[src/rtl/eth_pause_pkg.sv]
package eth_pause_pkg;

    typedef enum logic [2:0] {
        PS_IDLE,
        PS_DEST,
        PS_SRC,
        PS_ETYPE,
        PS_OPCODE,
        PS_QUANTA,
        PS_PAYLOAD,
        PS_REJECT
    } parse_state_t;

    typedef enum logic {
        TS_IDLE,
        TS_HOLD
    } tmr_state_t;

    localparam logic [47:0] FC_GROUP_ADDR = 48'h0180_C200_0001;
    localparam logic [15:0] FC_ETYPE      = 16'h8808;
    localparam logic [15:0] FC_OPCODE     = 16'h0001;

    // Byte p (0..5) of the group address, transmitted first byte first.
    function automatic logic [7:0] group_byte(input logic [2:0] p);
        logic [7:0] b;
        unique case (p)
            3'd0:    b = FC_GROUP_ADDR[47:40];
            3'd1:    b = FC_GROUP_ADDR[39:32];
            3'd2:    b = FC_GROUP_ADDR[31:24];
            3'd3:    b = FC_GROUP_ADDR[23:16];
            3'd4:    b = FC_GROUP_ADDR[15:8];
            default: b = FC_GROUP_ADDR[7:0];
        endcase
        return b;
    endfunction

endpackage

[src/rtl/eth_pause_parser.sv]
module eth_pause_parser
    import eth_pause_pkg::*;
#(
    parameter int CNT_W     = 16,
    parameter int QW        = 16,
    parameter int PAUSE_LEN = 64
) (
    input  logic             clk,
    input  logic             rst_n,
    input  logic             rx_valid,
    input  logic             rx_sof,
    input  logic             rx_eof,
    input  logic [7:0]       rx_data,
    input  logic             rx_crc_err,
    input  logic [CNT_W-1:0] rx_byte_cnt,
    input  logic             fc_en,
    input  logic             full_duplex,
    input  logic             fwd_ctrl,
    output logic             verdict_valid,
    output logic             verdict_fwd,
    output logic             load,
    output logic [QW-1:0]    load_val,
    output logic [QW-1:0]    pause_quanta
);

    localparam int POS_W = 5;
    localparam logic [POS_W-1:0] POS_MAX = '1;

    parse_state_t     state_q, nxt_fld, fld;
    logic [POS_W-1:0] pos_q, pos;
    logic             beat;
    logic             hit_now;
    logic             addr_hit_q, addr_hit;
    logic [7:0]       qhi_q;
    logic [QW-1:0]    frm_quanta_q, frm_quanta;
    logic             is_ctrl, complete, apply;

    // Byte position and field of the current beat
    always_comb begin
        beat = rx_valid && (rx_sof || state_q != PS_IDLE);
        fld  = rx_sof ? PS_DEST : state_q;
        pos  = rx_sof ? '0 : pos_q;
    end

    // Field transition for the current byte
    always_comb begin
        nxt_fld = fld;
        hit_now = 1'b0;
        unique case (fld)
            PS_IDLE:    nxt_fld = PS_IDLE;
            PS_DEST: begin
                if (rx_data != group_byte(pos[2:0]))
                    nxt_fld = PS_REJECT;
                else if (pos == POS_W'(5)) begin
                    nxt_fld = PS_SRC;
                    hit_now = 1'b1;
                end
            end
            PS_SRC:     if (pos == POS_W'(11)) nxt_fld = PS_ETYPE;
            PS_ETYPE: begin
                if (rx_data != ((pos == POS_W'(12)) ? FC_ETYPE[15:8] : FC_ETYPE[7:0]))
                    nxt_fld = PS_REJECT;
                else if (pos == POS_W'(13))
                    nxt_fld = PS_OPCODE;
            end
            PS_OPCODE: begin
                if (rx_data != ((pos == POS_W'(14)) ? FC_OPCODE[15:8] : FC_OPCODE[7:0]))
                    nxt_fld = PS_REJECT;
                else if (pos == POS_W'(15))
                    nxt_fld = PS_QUANTA;
            end
            PS_QUANTA:  if (pos == POS_W'(17)) nxt_fld = PS_PAYLOAD;
            PS_PAYLOAD: nxt_fld = PS_PAYLOAD;
            PS_REJECT:  nxt_fld = PS_REJECT;
            default:    nxt_fld = PS_REJECT;
        endcase
    end

    // End-of-frame decision
    always_comb begin
        addr_hit   = hit_now || (!rx_sof && addr_hit_q);
        frm_quanta = (fld == PS_QUANTA && pos == POS_W'(17))
                   ? QW'({qhi_q, rx_data}) : frm_quanta_q;
        is_ctrl    = fc_en && addr_hit;
        complete   = (nxt_fld == PS_PAYLOAD);
        apply      = is_ctrl && complete && full_duplex && !rx_crc_err
                   && (rx_byte_cnt == CNT_W'(PAUSE_LEN));
    end

    // State register
    always_ff @(posedge clk) begin
        if (!rst_n) begin
            state_q <= PS_IDLE;
            pos_q   <= '0;
        end else if (beat) begin
            state_q <= rx_eof ? PS_IDLE : nxt_fld;
            pos_q   <= rx_eof ? '0 : ((pos == POS_MAX) ? POS_MAX : pos + 1'b1);
        end
    end

    // Captured fields and outputs
    always_ff @(posedge clk) begin
        if (!rst_n) begin
            addr_hit_q    <= 1'b0;
            qhi_q         <= '0;
            frm_quanta_q  <= '0;
            verdict_valid <= 1'b0;
            verdict_fwd   <= 1'b0;
            load          <= 1'b0;
            load_val      <= '0;
            pause_quanta  <= '0;
        end else begin
            verdict_valid <= 1'b0;
            load          <= 1'b0;
            if (beat) begin
                addr_hit_q   <= addr_hit;
                frm_quanta_q <= frm_quanta;
                if (fld == PS_QUANTA && pos == POS_W'(16))
                    qhi_q <= rx_data;
                if (rx_eof) begin
                    verdict_valid <= 1'b1;
                    verdict_fwd   <= !is_ctrl || fwd_ctrl;
                    if (apply) begin
                        load         <= 1'b1;
                        load_val     <= frm_quanta;
                        pause_quanta <= frm_quanta;
                    end
                end
            end
        end
    end

    p_verdict_after_eof_r7: assert property (@(posedge clk) disable iff (!rst_n)
        verdict_valid |-> $past(rx_valid && rx_eof));

    p_drop_by_setting_r7: assert property (@(posedge clk) disable iff (!rst_n)
        (verdict_valid && !verdict_fwd) |-> $past(!fwd_ctrl && fc_en));

    p_load_len_crc_r5: assert property (@(posedge clk) disable iff (!rst_n)
        load |-> $past(rx_eof && !rx_crc_err && rx_byte_cnt == CNT_W'(PAUSE_LEN)));

    p_load_mode_r6: assert property (@(posedge clk) disable iff (!rst_n)
        load |-> $past(full_duplex && fc_en));

    p_load_has_verdict_r7: assert property (@(posedge clk) disable iff (!rst_n)
        load |-> verdict_valid);

endmodule

[src/rtl/eth_pause_timer.sv]
module eth_pause_timer
    import eth_pause_pkg::*;
#(
    parameter int QW         = 16,
    parameter int SLOT_BYTES = 64
) (
    input  logic          clk,
    input  logic          rst_n,
    input  logic          load,
    input  logic [QW-1:0] load_val,
    input  logic          slot_tick,
    output logic          tx_pause
);

    localparam int SLOT_SH = $clog2(SLOT_BYTES);
    localparam int RW      = QW + SLOT_SH;

    tmr_state_t    state_q, state_d;
    logic [RW-1:0] remaining_q;

    // Next state
    always_comb begin
        state_d = state_q;
        unique case (state_q)
            TS_IDLE: if (load && load_val != '0) state_d = TS_HOLD;
            TS_HOLD: begin
                if (load)
                    state_d = (load_val != '0) ? TS_HOLD : TS_IDLE;
                else if (slot_tick && remaining_q == RW'(1))
                    state_d = TS_IDLE;
            end
            default: state_d = TS_IDLE;
        endcase
    end

    always_ff @(posedge clk) begin
        if (!rst_n) state_q <= TS_IDLE;
        else        state_q <= state_d;
    end

    // Byte-time counter
    always_ff @(posedge clk) begin
        if (!rst_n)
            remaining_q <= '0;
        else if (load)
            remaining_q <= RW'(load_val) * RW'(SLOT_BYTES);
        else if (slot_tick && remaining_q != '0)
            remaining_q <= remaining_q - 1'b1;
    end

    // Output
    always_comb tx_pause = (state_q == TS_HOLD);

    p_state_count_r8: assert property (@(posedge clk) disable iff (!rst_n)
        tx_pause == (remaining_q != '0));

    p_count_down_r8: assert property (@(posedge clk) disable iff (!rst_n)
        (!load && slot_tick && remaining_q != '0) |=> remaining_q == $past(remaining_q) - 1'b1);

    p_hold_no_tick_r8: assert property (@(posedge clk) disable iff (!rst_n)
        (!load && !slot_tick) |=> $stable(remaining_q));

    p_reload_r9: assert property (@(posedge clk) disable iff (!rst_n)
        load |=> tx_pause == ($past(load_val) != '0));

endmodule

[src/rtl/eth_pause_rx.sv]
module eth_pause_rx
    import eth_pause_pkg::*;
#(
    parameter int CNT_W      = 16,
    parameter int QW         = 16,
    parameter int PAUSE_LEN  = 64,
    parameter int SLOT_BYTES = 64
) (
    input  logic             clk,
    input  logic             rst_n,
    input  logic             rx_valid,
    input  logic             rx_sof,
    input  logic             rx_eof,
    input  logic [7:0]       rx_data,
    input  logic             rx_crc_err,
    input  logic [CNT_W-1:0] rx_byte_cnt,
    input  logic             fc_en,
    input  logic             full_duplex,
    input  logic             fwd_ctrl,
    input  logic             slot_tick,
    output logic             tx_pause,
    output logic             verdict_valid,
    output logic             verdict_fwd,
    output logic [QW-1:0]    pause_quanta
);

    logic          load;
    logic [QW-1:0] load_val;

    eth_pause_parser #(
        .CNT_W     (CNT_W),
        .QW        (QW),
        .PAUSE_LEN (PAUSE_LEN)
    ) u_parser (
        .clk           (clk),
        .rst_n         (rst_n),
        .rx_valid      (rx_valid),
        .rx_sof        (rx_sof),
        .rx_eof        (rx_eof),
        .rx_data       (rx_data),
        .rx_crc_err    (rx_crc_err),
        .rx_byte_cnt   (rx_byte_cnt),
        .fc_en         (fc_en),
        .full_duplex   (full_duplex),
        .fwd_ctrl      (fwd_ctrl),
        .verdict_valid (verdict_valid),
        .verdict_fwd   (verdict_fwd),
        .load          (load),
        .load_val      (load_val),
        .pause_quanta  (pause_quanta)
    );

    eth_pause_timer #(
        .QW         (QW),
        .SLOT_BYTES (SLOT_BYTES)
    ) u_timer (
        .clk       (clk),
        .rst_n     (rst_n),
        .load      (load),
        .load_val  (load_val),
        .slot_tick (slot_tick),
        .tx_pause  (tx_pause)
    );

endmodule

[config.mk]
export PLATFORM = sky130hd
export DESIGN_NAME = eth_pause_rx
export DESIGN_NICKNAME = d
export VERILOG_FILES = /design/src/rtl/eth_pause_pkg.sv /design/src/rtl/eth_pause_parser.sv /design/src/rtl/eth_pause_timer.sv /design/src/rtl/eth_pause_rx.sv
export SDC_FILE = /design/constraint.sdc
export NUM_CORES = 1
export LEC_CHECK = 0
export ABC_CLOCK_PERIOD_IN_PS = 6800
export BUFFER_PORTS_ARGS = -buffer_cell sky130_fd_sc_hd__buf_4
export CAP_MARGIN = 20
export CORE_UTILIZATION = 43
export CTS_BUF_LIST = sky130_fd_sc_hd__clkbuf_8 sky130_fd_sc_hd__clkbuf_16
export DETAILED_ROUTE_END_ITERATION = 8
export GPL_TIMING_DRIVEN = 0
export PLACE_DENSITY = 0.62
export SLEW_MARGIN = 10
export SYNTH_ARGS = -nofsm -noshare
export SYNTH_HDL_FRONTEND = slang
export SYNTH_SLANG_ARGS = --single-unit
[constraint.sdc]
create_clock -name clk -period 6.8 [get_ports clk]
set_input_delay 1.02 -clock clk [delete_from_list [all_inputs] [get_ports clk]]
set_output_delay 1.02 -clock clk [all_outputs]
set_load 0.005 [all_outputs]
==> impl_results.md <==
- Clock share of power: 37.5%
- Post-synthesis async set-or-reset flop share: 0%
- FF-to-FF path depth: 12
- Avg Cell Area, Syn: 8.27 um^2
- Max IR drop VDD: 0.0802 mV
- TritonCTS buffer count: 9
- CP startpoint: rx_sof
- Crit path kind: input port to register
- Crit path max fanout: 10
- Die ar.: 9820 um^2
- Status: finished, final reports clean
- Leakage: 1.75 nW
- Hold/Removal Path Class: register to register
- Hold Crit Depth: 2
- Ports: 53
- CTS sink count: 75
- WHS: 464 ps
- Via count: 3603
- Post-synthesis register bit count: 75
- Layout fillers: 902
- Register area: 1500 um^2
- IO buf count: 46
- Final Wtd Congestion: roughly 0.86
- Largest net degree at the start of global routing: 16
- Drt wl/cell: about 15 um
- Max-cap violations: 0
- Reg power frac: 51.3%
- Pre-Repair DR Iteration Count: 4
- Switching power share of the total: 28.1%
- Net Count, Synth: around 530
- Hold path start: u_parser.frm_quanta_q[2]
- CP Data Arrival Time: 4360 ps
- Core area: 9200 um^2
- Post-synth EDFFs: 0
- Hold Fails Final Rpt: 0
- Logic pwr share: between 10 and 15%
- RR Startpoint: u_parser.pos_q[0]
- Main synth FF type: dfxtp_1
- PD cells: roughly 180 nW/um^2
- First-pass GRT wire length: 17500 um
- CTS HTree Levels: 3
- Net Sw Power: between 200 and 250 uW
- Diodes inserted: 0
- Total power: 867 uW
- Hold Buf Count CTS: 0
- Starting Density: between 40 and 50%
- Worst-Margin Slew: 600 ps
- Register area share after synthesis: 37.0%
- Die height: 99.1 um
- Setup TNS: 0 ps
- Fin crit period: about 4100 ps
- Slew HR: about three fifths
- Placed instance count: 647
- Mapped cell area: about 4000 um^2
- Max-slew violations: 0
- Commonest cells after routing, fill and taps aside: 84 x nand2_1, 75 x dfxtp_1, 47 x buf_4
- GRT overflow: 0
- Post-DP HPWL: 7680 um
- Final setup vio count: 0
- CTS Buffer Depth: 2
- Layout Utilization: 51.3%
- RSZ-0062 raised after global routing: false
- Row count: 35
- DR iter-0 viols: 156
- Syn-to-layout area delta: 16.4%
- Later-pin clock latency in the skew report: 350 ps
- Final Cycle Share: between 60 and 70%
- Fin cells: around 660
- Clk root buf: clkbuf_8
- Layout net count: 588
- Peak Freq: 245 MHz
- Total track usage: 22.3%
- Syn Inst Count: 490
- DRC viols: 0
- # Post-CTS Setup Buffers: 0
- Commonest non-fill, non-tap cell in the layout: nand2_1
- Placed cell area: 4540 um^2
- CTS tree: done
- Vias in the first global route: 3601
- Vias per cell: ~5.4
- Clock skew: 14.9 ps
- Yosys cell types: 57
- Post-cts gate resize count: 0
- Post-route cell area: 4720 um^2
- Worst setup EP type: register
- Initial antenna violation count: 0
- Antenna Nets Post-Route: 0
- Setup ws final: 2710 ps
- Yosys warning count: 0
- Worst-path clk slew: approximately 90 ps
- Pre-CTS WS: about 2400 ps
- Area of the multi-input gates: 2380 um^2
- Layout cells sized above 1: 16.8%
- Type of origin of the critical path: input port
- Internal Power: about 620 uW
- Die width: 99.1 um
- Routed WL: 10200 um
- Req. time, crit path: 7080 ps
==> logic make-up after synthesis <==
| kind of cell | after synthesis | synth area share (%) |
|---|---|---|
| flops | 75 | 37.0 |
| buf+inv | 42 | 4.20 |
| simple gates | 210 | 26.7 |
| xor+xnor | 25 | 5.40 |
| fa+ha+maj | 7 | 2.16 |
| mux | 40 | 10.4 |
| compound gates | 91 | 14.1 |
==> final timing paths <==
check / to / slack, ps
setup reg to reg: u_parser.pause_quanta[9] / 3830
hold reg to reg: u_parser.frm_quanta_q[2] / 460
setup / recovery: u_parser.pause_quanta[9] / 2710
hold / removal: u_parser.frm_quanta_q[2] / 460
==> state kept, by name (all words and copies together), names as in the netlist <==
signal and flops:
u_parser.load 1, u_parser.verdict_fwd 1, u_parser.qhi_q 8, u_parser.state_q 3
u_parser.frm_quanta_q 16, u_parser.pos_q 5, u_parser.verdict_valid 1, u_parser.pause_quanta 16
u_timer.tx_pause 1, u_timer.remaining_q 22, u_parser.addr_hit_q 1
==> cells in the mapped netlist, types with 3 or more instances <==
master     count  area (um^2)
nand2_1       84          315
dfxtp_1       75         1500
a21oi_1       29          145
nor2_1        29          109
clkbuf_1      27          101
mux2i_1       24          240
o21ai_0       24          120
nor3_1        19         95.1
xnor2_1       18          158
a21boi_0      17          128
mux2_2        16          180
nor2b_1       16          100
inv_1         12         45.0
nor4_1         9         56.3
nand3_1        8         40.0
ha_1           7         87.6
nand4_1        7         43.8
or4_1          7         52.6
xor2_1         7         61.3
nor4b_1        5         43.8
and2_1         4         25.0
o2111ai_1      3         26.3
==> power groups by stage <==
stage / sequential (mW) / clock (mW) / combinational (mW)
floorplan: 0.454 / 0 / 0.0640
global placement: 0.455 / 0 / 0.0963
detailed placement: 0.455 / 0 / 0.0970
CTS: 0.444 / 0.335 / 0.0978
global route: 0.445 / 0.355 / 0.109
finish: 0.444 / 0.325 / 0.0974
==> final cells by class <==
class	instances	share of cell area (%)
multi-input combinational	373	50.5
sequential	75	31.8
timing repair buffer	46	7.32
tap	111	2.94
buffer	30	2.65
clock buffer	9	2.62
clock inverter	7	1.22
inverter	12	0.954
==> critical path, stage by stage <==
cell	delay [ps]
buf_4	130
clkbuf_1	370
inv_1	210
nand2_1	190
inv_1	80
ha_1	270
nor3_1	280
xnor2_1	150
o22ai_1	180
nor3_1	350
o2111ai_1	220
and4bb_2	350
buf_4	170
buf_6	190
mux2i_1	190
==> metal layers <==
layer	routed length [um]	track usage [%]	share of wire (%)
met2	4810	36.7	47
met3	252	3.23	2.5
met5	0	0	0
met1	5000	29.4	49
met4	121	8.82	1.2
(Power assumes the default switching activity.)
